### src/rtl/lsd_pkg.sv
package lsd_pkg;
  typedef struct packed {
    logic en;
    logic cmd;
    logic vlow;
    logic ilow;
    logic ihigh;
    logic otemp;
  } lsd_flags_t;
  localparam int unsigned FLAGS_W = $bits(lsd_flags_t);
endpackage

### src/rtl/lsd_sync.sv
module lsd_sync #(
  parameter int unsigned W = 1
) (
  input  logic         clk,
  input  logic         rst_n,
  input  logic [W-1:0] d,
  output logic [W-1:0] q
);
  logic [W-1:0] meta;
  always_ff @(posedge clk or negedge rst_n) begin
    if (!rst_n) begin
      meta <= '0;
      q    <= '0;
    end else begin
      meta <= d;
      q    <= meta;
    end
  end
endmodule

### src/rtl/lsd_dly_timer.sv
module lsd_dly_timer #(
  parameter int unsigned DLY = 16
) (
  input  logic clk,
  input  logic rst_n,
  input  logic run,
  output logic fire
);
  localparam int unsigned CW = (DLY < 2) ? 1 : $clog2(DLY);
  localparam logic [CW-1:0] LAST = CW'(DLY - 1);
  logic [CW-1:0] cnt;

  // fire marks the DLY-th consecutive cycle of run
  assign fire = run && (cnt == LAST);

  always_ff @(posedge clk or negedge rst_n) begin
    if (!rst_n)      cnt <= '0;
    else if (!run)   cnt <= '0;
    else if (!fire)  cnt <= cnt + 1'b1;
  end
endmodule

### src/rtl/lsd_fault_ctrl.sv
module lsd_fault_ctrl #(
  parameter int unsigned OL_DLY  = 2000,
  parameter int unsigned OPN_DLY = 500
) (
  input  logic clk,
  input  logic rst_n,
  input  logic en_pin,
  input  logic in_pin,
  input  logic vout_low,
  input  logic iload_low,
  input  logic iload_high,
  input  logic overtemp,
  output logic gate_on,
  output logic ilim_req,
  output logic diag_n
);
  import lsd_pkg::*;

  lsd_flags_t raw, sf;
  logic s_en, s_in, s_otemp;
  logic ol_q, ot_q, ow_q, on_q, off_q;
  logic cmd_on, ol_run, ol_fire, opn_run, opn_fire, vlow_flt, diag_nx;

  assign raw = '{en: en_pin, cmd: in_pin, vlow: vout_low, ilow: iload_low,
                 ihigh: iload_high, otemp: overtemp};

  lsd_sync #(.W(FLAGS_W)) u_sync (
    .clk(clk), .rst_n(rst_n), .d(raw), .q(sf)
  );

  assign s_en    = sf.en;
  assign s_in    = sf.cmd;
  assign s_otemp = sf.otemp;
  assign cmd_on  = s_en && s_in;

  // Overload delay: real over-current, or overdrop during thermal shutdown
  assign ol_run = cmd_on && !ol_q && (sf.ihigh || s_otemp);

  lsd_dly_timer #(.DLY(OL_DLY)) u_ol_tmr (
    .clk(clk), .rst_n(rst_n), .run(ol_run), .fire(ol_fire)
  );

  assign gate_on  = cmd_on && !ol_q && !s_otemp;
  assign ilim_req = gate_on && sf.ihigh;

  // Open-load delay only once the on state has settled
  assign opn_run = gate_on && on_q && sf.ilow;

  lsd_dly_timer #(.DLY(OPN_DLY)) u_opn_tmr (
    .clk(clk), .rst_n(rst_n), .run(opn_run), .fire(opn_fire)
  );

  assign vlow_flt = s_en && !gate_on && off_q && sf.vlow;
  assign diag_nx  = s_en && !ol_q && !ot_q && !s_otemp && !vlow_flt && !ow_q;

  always_ff @(posedge clk or negedge rst_n) begin
    if (!rst_n) begin
      ol_q   <= 1'b0;
      ot_q   <= 1'b0;
      ow_q   <= 1'b0;
      on_q   <= 1'b0;
      off_q  <= 1'b0;
      diag_n <= 1'b0;
    end else begin
      ol_q   <= s_in && (ol_q || ol_fire);
      ot_q   <= s_in && (ot_q || s_otemp);
      ow_q   <= opn_run && (ow_q || opn_fire);
      on_q   <= gate_on;
      off_q  <= !gate_on;
      diag_n <= diag_nx;
    end
  end
endmodule

### config.mk
export PLATFORM = sky130hd
export DESIGN_NAME = lsd_fault_ctrl
export DESIGN_NICKNAME = d
export VERILOG_FILES = /design/src/rtl/lsd_pkg.sv /design/src/rtl/lsd_sync.sv /design/src/rtl/lsd_dly_timer.sv /design/src/rtl/lsd_fault_ctrl.sv
export SDC_FILE = /design/constraint.sdc
export NUM_CORES = 1
export LEC_CHECK = 0
export CAP_MARGIN = 20
export CORE_ASPECT_RATIO = 1.5
export CORE_MARGIN = 3
export CORE_UTILIZATION = 45
export CTS_CLUSTER_DIAMETER = 100
export CTS_CLUSTER_SIZE = 10
export DETAILED_ROUTE_END_ITERATION = 16
export GPL_ROUTABILITY_DRIVEN = 0
export REMOVE_ABC_BUFFERS = 1
export SYNTH_ARGS = -nofsm -noshare
export SYNTH_HDL_FRONTEND = slang
export SYNTH_HIERARCHICAL = 1
export SYNTH_SLANG_ARGS = --single-unit
### constraint.sdc
create_clock -name clk -period 2.54 [get_ports clk]
set_clock_uncertainty 0.2 [all_clocks]
set_input_delay 0.254 -clock clk [delete_from_list [all_inputs] [get_ports clk]]
set_output_delay 0.254 -clock clk [all_outputs]
set_load 0.05 [all_outputs]
-- Yosys cells after proc, flatten, opt, wreduce, memory -nomap -nowiden
Index checks and enable logic that the tools add are counted.
W data, S select, Z words.
- order comparisons: 0
- div/mod/pow operators: 0
- add/subtract/negate cells: 2
- equality and inequality tests: 4
- bitwise logic cells: 0
- $mul: 0
- reduce and logical (&&, ||, !) cells: 30
- muxes and demuxes: 4
- shifts and indexed selects: 0
- operators by type and width (kind ; count):
    $mux W11 ; 2
    $logic_and A1 B1 Y1 ; 20
    $mux W9 ; 2
    $add A11 B1 Y11 const B ; 1
    $eq A11 B11 Y1 const B ; 1
    $add A9 B1 Y9 const B ; 1
    $eq A9 B9 Y1 const B ; 1
    $logic_not A1 Y1 ; 6
    $logic_or A1 B1 Y1 ; 4
    $ne A2 B2 Y1 const B ; 2
- register bits: 38
- latch bits: 0
- logic and storage cells: 50
- output and inout port bits: 3
- memories: 0
- memory bits (writable): 0
- input port bits: 8
- ROM bits: 0

-- Depth between registers and ports, before layout
- depth after elaboration: 10
- gate-level depth with buffers: 5
- gate-level depth less buffers: 5

-- Cells and area by module
Netlist, hierarchy kept.
- modules (own cells, without submodules) (module ; cells an instance ; instances ; area an instance (um^2)):
    lsd_dly_timer (u_ol_tmr) ; 59 ; 1 ; 586.8
    lsd_dly_timer (u_opn_tmr) ; 46 ; 1 ; 484.2
    lsd_sync ; 12 ; 1 ; 300.3
    lsd_fault_ctrl ; 17 ; 1 ; 247.7

-- Worst setup path before layout
Ideal clock, no wire load.
- kind: register -> register
- start point: register u_sync.q[0]
- end point: register u_ol_tmr.cnt[3]
- setup slack: 0.662 ns
- data arrival time: 1.613 ns
- data required time: 2.275 ns
- period minus slack after synthesis: 1.878 ns
- path buffers: 0
- stages on the path, launching flop included: 6
- cell sequence: dfrtp_1 -> nor2_1 -> nor4bb_1 -> inv_1 -> nor2_1 -> o21a_1
- longest elaborated chain between the ends: 4
- elaborated cells on any way between the ends: 5
- classes of those cells: eq/ne (1); mux (1); reduce/logical (3)
- RTL lines (item ; line ; source):
    from (decl) ; lsd_sync.sv:7 ; output logic [W-1:0] q
    from (signal assigned) ; lsd_sync.sv:16 ; q <= meta;
    $logic_or A1 B1 Y1 (*) ; lsd_fault_ctrl.sv:37 ; assign ol_run = cmd_on && !ol_q && (sf.ihigh || s_otemp);
    $logic_and A1 B1 Y1 (*) ; lsd_fault_ctrl.sv:37 ;
    named net ol_run ; lsd_fault_ctrl.sv:22 ; logic cmd_on, ol_run, ol_fire, opn_run, opn_fire, vlow_flt, diag_nx;
    $logic_and A1 B1 Y1 ; lsd_dly_timer.sv:14 ; assign fire = run && (cnt == LAST);
    $ne A2 B2 Y1 (no source line) ; -- ;
    to (signal assigned) ; lsd_dly_timer.sv:19 ; else if (!fire) cnt <= cnt + 1'b1;
    to (decl) ; lsd_dly_timer.sv:11 ; logic [CW-1:0] cnt;
Mark *: on every way through the listed nets, which the timed path passes. The rest lies on a longest branch.
A chain may end at the register's enable or synchronous reset.

-- Worst setup path in the final report
- start point: register ol_q
- end point: output port ilim_req
- longest elaborated chain between the ends: 4
- RTL lines (item ; line ; source):
    from (decl) ; lsd_fault_ctrl.sv:21 ; logic ol_q, ot_q, ow_q, on_q, off_q;
    from (signal assigned) ; lsd_fault_ctrl.sv:65 ; ol_q <= s_in && (ol_q || ol_fire);
    $logic_not A1 Y1 ; lsd_fault_ctrl.sv:43 ; assign gate_on = cmd_on && !ol_q && !s_otemp;
    $logic_and A1 B1 Y1 (2 in series) ; lsd_fault_ctrl.sv:43 ;
    $logic_and A1 B1 Y1 ; lsd_fault_ctrl.sv:44 ; assign ilim_req = gate_on && sf.ihigh;
    to (decl) ; lsd_fault_ctrl.sv:14 ; output logic ilim_req,
No other way between the ends.

==> impl_results.html <==
<table>
<tr><th>Metric</th><th>Value</th></tr>
<tr><th colspan="2">Final layout</th></tr>
<tr><td>Layout overhead on the synthesized area</td><td>18.39%</td></tr>
<tr><td>Final std cell area, no fill</td><td>1917 um2</td></tr>
<tr><td>Fill count</td><td>314</td></tr>
<tr><td>Finished Layout Cells</td><td>195</td></tr>
<tr><td>Total number of nets in the final design</td><td>162</td></tr>
<tr><td>Proportion of layout cells with a drive suffix above 1</td><td>0.1373</td></tr>
<tr><td>Inserted Diodes</td><td>0</td></tr>
<tr><th colspan="2">Clock tree</th></tr>
<tr><td>Sinks on the clock net</td><td>38</td></tr>
<tr><td>Clock tree root buffer cell</td><td>clkbuf_8</td></tr>
<tr><td>Buffer levels on the longest clock path</td><td>2</td></tr>
<tr><td>Clock slew at the register clock pins of the worst setup and hold paths</td><td>0.07 ns</td></tr>
<tr><td>Number of H-tree levels</td><td>2</td></tr>
<tr><td>Worst-Skew Late Latency</td><td>0.29 ns</td></tr>
<tr><td>Number of hold buffers added after cts</td><td>1</td></tr>
<tr><td>TritonCTS buffer count</td><td>5</td></tr>
<tr><td>Post-cts gate resize count</td><td>0</td></tr>
<tr><td>Total setup buffers inserted after CTS</td><td>0</td></tr>
<tr><td>CTS tree</td><td>yes</td></tr>
<tr><th colspan="2">Synthesis</th></tr>
<tr><td>Mean Syn Cell Area</td><td>12.08 um2</td></tr>
<tr><td>Multiplexer share of the synthesized area</td><td>0.03709</td></tr>
<tr><td>Number of synthesized flops with an enable pin</td><td>0</td></tr>
<tr><td>Sequential fraction of the synthesis area</td><td>0.5873</td></tr>
<tr><td>Synthesized-area fraction occupied by xor and xnor cells</td><td>0.01082</td></tr>
<tr><td>Async set-reset flop share out of synthesis</td><td>1.000</td></tr>
<tr><td>Simple-gate portion of the synthesized area</td><td>0.2272</td></tr>
<tr><td>Dominant register cell in the synthesized netlist</td><td>dfrtp_1</td></tr>
<tr><td>Yosys cell types</td><td>38</td></tr>
<tr><td>Gate count after technology mapping</td><td>134</td></tr>
<tr><td>Post-synthesis share of cell area spent on full adders, half adders and majority gates</td><td>0.01546</td></tr>
<tr><td>Dominant combinational cell family by area after synthesis</td><td>simple AND/OR/NAND/NOR gates</td></tr>
<tr><td>Yosys warning total</td><td>6</td></tr>
<tr><td>Post-synthesis sequential element count</td><td>38</td></tr>
<tr><td>Dominant cell by count in the synthesized netlist</td><td>dfrtp_1</td></tr>
<tr><td>Most instantiated cells after synthesis</td><td>dfrtp_1 (38), nand2_1 (17), o21ai_0 (7)</td></tr>
<tr><td>Cell accounting for the most synthesized area</td><td>dfrtp_1</td></tr>
<tr><td>Combined area of all synthesized cells</td><td>1619 um2</td></tr>
<tr><td>Area fraction of the dominant cell type after synthesis</td><td>0.5873</td></tr>
<tr><td>Synth Area in Compound Gates</td><td>0.1121</td></tr>
<tr><td>Leading cell types by total area after synthesis</td><td>dfrtp_1 (59%), nand2_1 (3.9%), mux2i_1 (3.7%)</td></tr>
<tr><th colspan="2">Timing</th></tr>
<tr><td>Pins over their slew limit</td><td>0</td></tr>
<tr><td>Share of the clock period used by the worst path</td><td>0.9648</td></tr>
<tr><td># setup viols final</td><td>0</td></tr>
<tr><td>Worst rel slew slack</td><td>0.4468</td></tr>
<tr><td>Min cycle time layout</td><td>2.451 ns</td></tr>
<tr><td>Number of hold violations in the final report</td><td>0</td></tr>
<tr><td>RSZ-0062 raised after global routing</td><td>false</td></tr>
<tr><td>Maximum clock rate</td><td>408.0 MHz</td></tr>
<tr><td>Post-route setup TNS</td><td>0 ns</td></tr>
<tr><td>Slew of the pin with the lowest slew margin</td><td>0.8297 ns</td></tr>
<tr><td>Fin Hold WS</td><td>0.1498 ns</td></tr>
<tr><th colspan="2">Route</th></tr>
<tr><td>Per-cell via count in the routed design</td><td>5.656</td></tr>
<tr><td>Final antenna-violating net count</td><td>0</td></tr>
<tr><td>Violation count after the first detailed-routing iteration</td><td>24</td></tr>
<tr><td>Number of design rule violations left after detail routing</td><td>0</td></tr>
<tr><td>Average routed wire per standard cell</td><td>13.88 um</td></tr>
<tr><td>Length of the first detailed-routing pass in iterations</td><td>4</td></tr>
<tr><td>Total via count after detailed routing</td><td>1,103</td></tr>
<tr><td>Detailed-route wire length</td><td>2.707 mm</td></tr>
<tr><th colspan="2">Floorplanning</th></tr>
<tr><td>Die width</td><td>54.98 um</td></tr>
<tr><td>Floorplan die height</td><td>79.47 um</td></tr>
<tr><td>Initial standard-cell utilization of the core</td><td>0.4740</td></tr>
<tr><td>Number of cell rows</td><td>26</td></tr>
<tr><td>Die Area</td><td>4369 um2</td></tr>
<tr><td>Number of ports placed on the die boundary</td><td>11</td></tr>
<tr><td>Core box area</td><td>3416 um2</td></tr>
<tr><th colspan="2">Worst setup path</th></tr>
<tr><td>Worst Reg2Reg Path Length in Cells</td><td>4</td></tr>
<tr><td>Crit path kind</td><td>reg -&gt; out</td></tr>
<tr><td>Crit Reg-Reg Endpoint</td><td>ow_q</td></tr>
<tr><td>Maximum net fanout on the critical path</td><td>6</td></tr>
<tr><td>Endpoint type of the worst setup path</td><td>output pin</td></tr>
<tr><td>Critical register-to-register path startpoint</td><td>ol_q</td></tr>
<tr><td>Required time worst endpoint</td><td>2.09 ns</td></tr>
<tr><td>Reg2Reg Setup Slack</td><td>0.70 ns</td></tr>
<tr><td>WP data arrival</td><td>2.00 ns</td></tr>
<tr><td>Crit path launch type</td><td>flop</td></tr>
<tr><th colspan="2">Power and ir drop</th></tr>
<tr><td>Clock Power Share</td><td>0.473</td></tr>
<tr><td>Total power density per cell area</td><td>665.1 nW/um2</td></tr>
<tr><td>P_int</td><td>1032 uW</td></tr>
<tr><td>Lkg Pwr</td><td>0.0007736 uW</td></tr>
<tr><td>Maximum resistive drop on vdd</td><td>0.4550 mV</td></tr>
<tr><td>Logic gate share of total power</td><td>0.037</td></tr>
<tr><td>Sequential cell fraction of total power</td><td>0.491</td></tr>
<tr><td>Tot Pwr</td><td>1275 uW</td></tr>
<tr><td>Switching Fraction</td><td>0.1909</td></tr>
<tr><td>Net Sw Power</td><td>243.4 uW</td></tr>
<tr><th colspan="2">Status</th></tr>
<tr><td>Status</td><td>finished, final reports clean</td></tr>
<tr><th colspan="2">Global routing</th></tr>
<tr><td>GRT Resource Usage Total</td><td>0.1473</td></tr>
<tr><td>Initial antenna violation count</td><td>0</td></tr>
<tr><td>Wire length of the first global-routing pass</td><td>4.712 mm</td></tr>
<tr><td>Grt total ovfl</td><td>0</td></tr>
<tr><td>Via count of the first global-routing pass</td><td>1,116</td></tr>
<tr><td>Pin count of the biggest net entering global routing</td><td>39</td></tr>
<tr><th colspan="2">Worst hold path</th></tr>
<tr><td>Hold path startpoint</td><td>u_sync/meta[1]</td></tr>
<tr><td>Worst hold path type</td><td>reg -&gt; reg</td></tr>
<tr><td>Min-Delay Endpoint</td><td>u_sync/q[1]</td></tr>
<tr><td>Number of cells on the worst hold path</td><td>0</td></tr>
<tr><th colspan="2">Flow run</th></tr>
<tr><td>Number of max-capacitance violations reported</td><td>0</td></tr>
<tr><th colspan="2">Placement</th></tr>
<tr><td>Port Buf Inserts</td><td>10</td></tr>
<tr><td>Final HPWL DP</td><td>1.930 mm</td></tr>
<tr><td>Instance area at placement</td><td>1769 um2</td></tr>
<tr><td>Placed cells</td><td>186</td></tr>
</table>
[metal layers]
| metal | vias to the layer above | global-route usage | wire, um |
|---|---|---|---|
| met2 | 19 | 0.2429 | 1427 |
| met3 | 6 | 0.05234 | 94 |
| met5 | - | 0 | 0 |
| met1 | 551 | 0.1601 | 1128 |
| met4 | 0 | 0.07299 | 56 |
| li1 | 527 | - | - |
[how the worst max path moves through the flow]
| stage | from | to | slack [ns] | cells after the start |
|---|---|---|---|---|
| after floorplan | u_sync/q[0] | u_ol_tmr/cnt[3] | 0.66 | 5 |
| after global placement | ol_q | ilim_req | 0.41 | 3 |
| after detailed placement | ol_q | ilim_req | 0.39 | 3 |
| after CTS | ol_q | ilim_req | 0.06 | 3 |
| after global routing | ol_q | ilim_req | 0.009 | 3 |
| final | ol_q | ilim_req | 0.09 | 3 |
[final cells by class]
type,count,area (um2),area share
timing repair buffer,12,112.6,0.05875
inverter,3,11.26,0.005875
clock buffer,5,68.82,0.03590
sequential,38,950.9,0.4961
multi-input combinational,92,651.9,0.3401
tap,42,52.55,0.02742
clock inverter,3,68.82,0.03590
[cells in the final DEF, fill, tap and decap left out, drive strengths merged, types with 2 or more instances in the layout]
cell,netlist,final
a21boi,3,3
a21oi,6,6
and2,4,4
and3,3,3
buf,1,2
bufinv,0,2
clkbuf,0,5
clkdlybuf4s50,0,9
dfrtp,38,38
ha,2,2
inv,3,3
mux2i,6,6
nand2,17,17
nand2b,4,4
nand3,5,5
nand4,3,3
nor2,2,2
nor4,3,3
o21a,3,3
o21ai,7,7
o31ai,2,2
or3,6,6
or4,2,2
xnor2,2,2
[state kept, by name, summed over array words and instances, names as in the netlist]
register / count
u_sync/meta: 6
ow_q: 1
u_opn_tmr/cnt: 9
off_q: 1
ot_q: 1
u_sync/q: 6
ol_q: 1
on_q: 1
u_ol_tmr/cnt: 11
diag_n: 1
[critical path: stages (launching register included)]
cell	delay (ns)
dfrtp_1	0.40
and4bb_4	0.38
and2_1	0.13
clkdlybuf4s50_1	0.80
[logic make-up (layout without fill, tap and decap cells)]
kind of cell             Yosys count  in the layout
XOR/XNOR                           2              2
AND/OR/NAND/NOR                   55             55
AO/OA/AOI/OAI                     27             27
flip-flops                        38             38
buffers and inverters              4             23
adder cells (fa/ha/maj)            2              2
multiplexers                       6              6
[power by group through the flow]
stage	clock network (uW)	logic (uW)	registers, uW
final	602	46.7	626
after global placement	0	46.1	637
after global routing	644	51.8	628
after floorplan	0	15.7	638
after detailed placement	0	47.2	638
after CTS	622	48.4	626
[through the flow]
| stage | setup WS (ns) | util |
|---|---|---|
| 2_1_floorplan | 0.6623 | - |
| 3_3_place_gp | 0.4069 | 0.5179 |
| 3_5_place_dp | 0.3898 | 0.5179 |
| 4_1_cts | 0.05804 | 0.5612 |
| 5_1_grt | 0.008615 | 0.5612 |
| 6_report | 0.08929 | 0.5612 |
No activity file was read; power rests on OpenSTA's default activity.
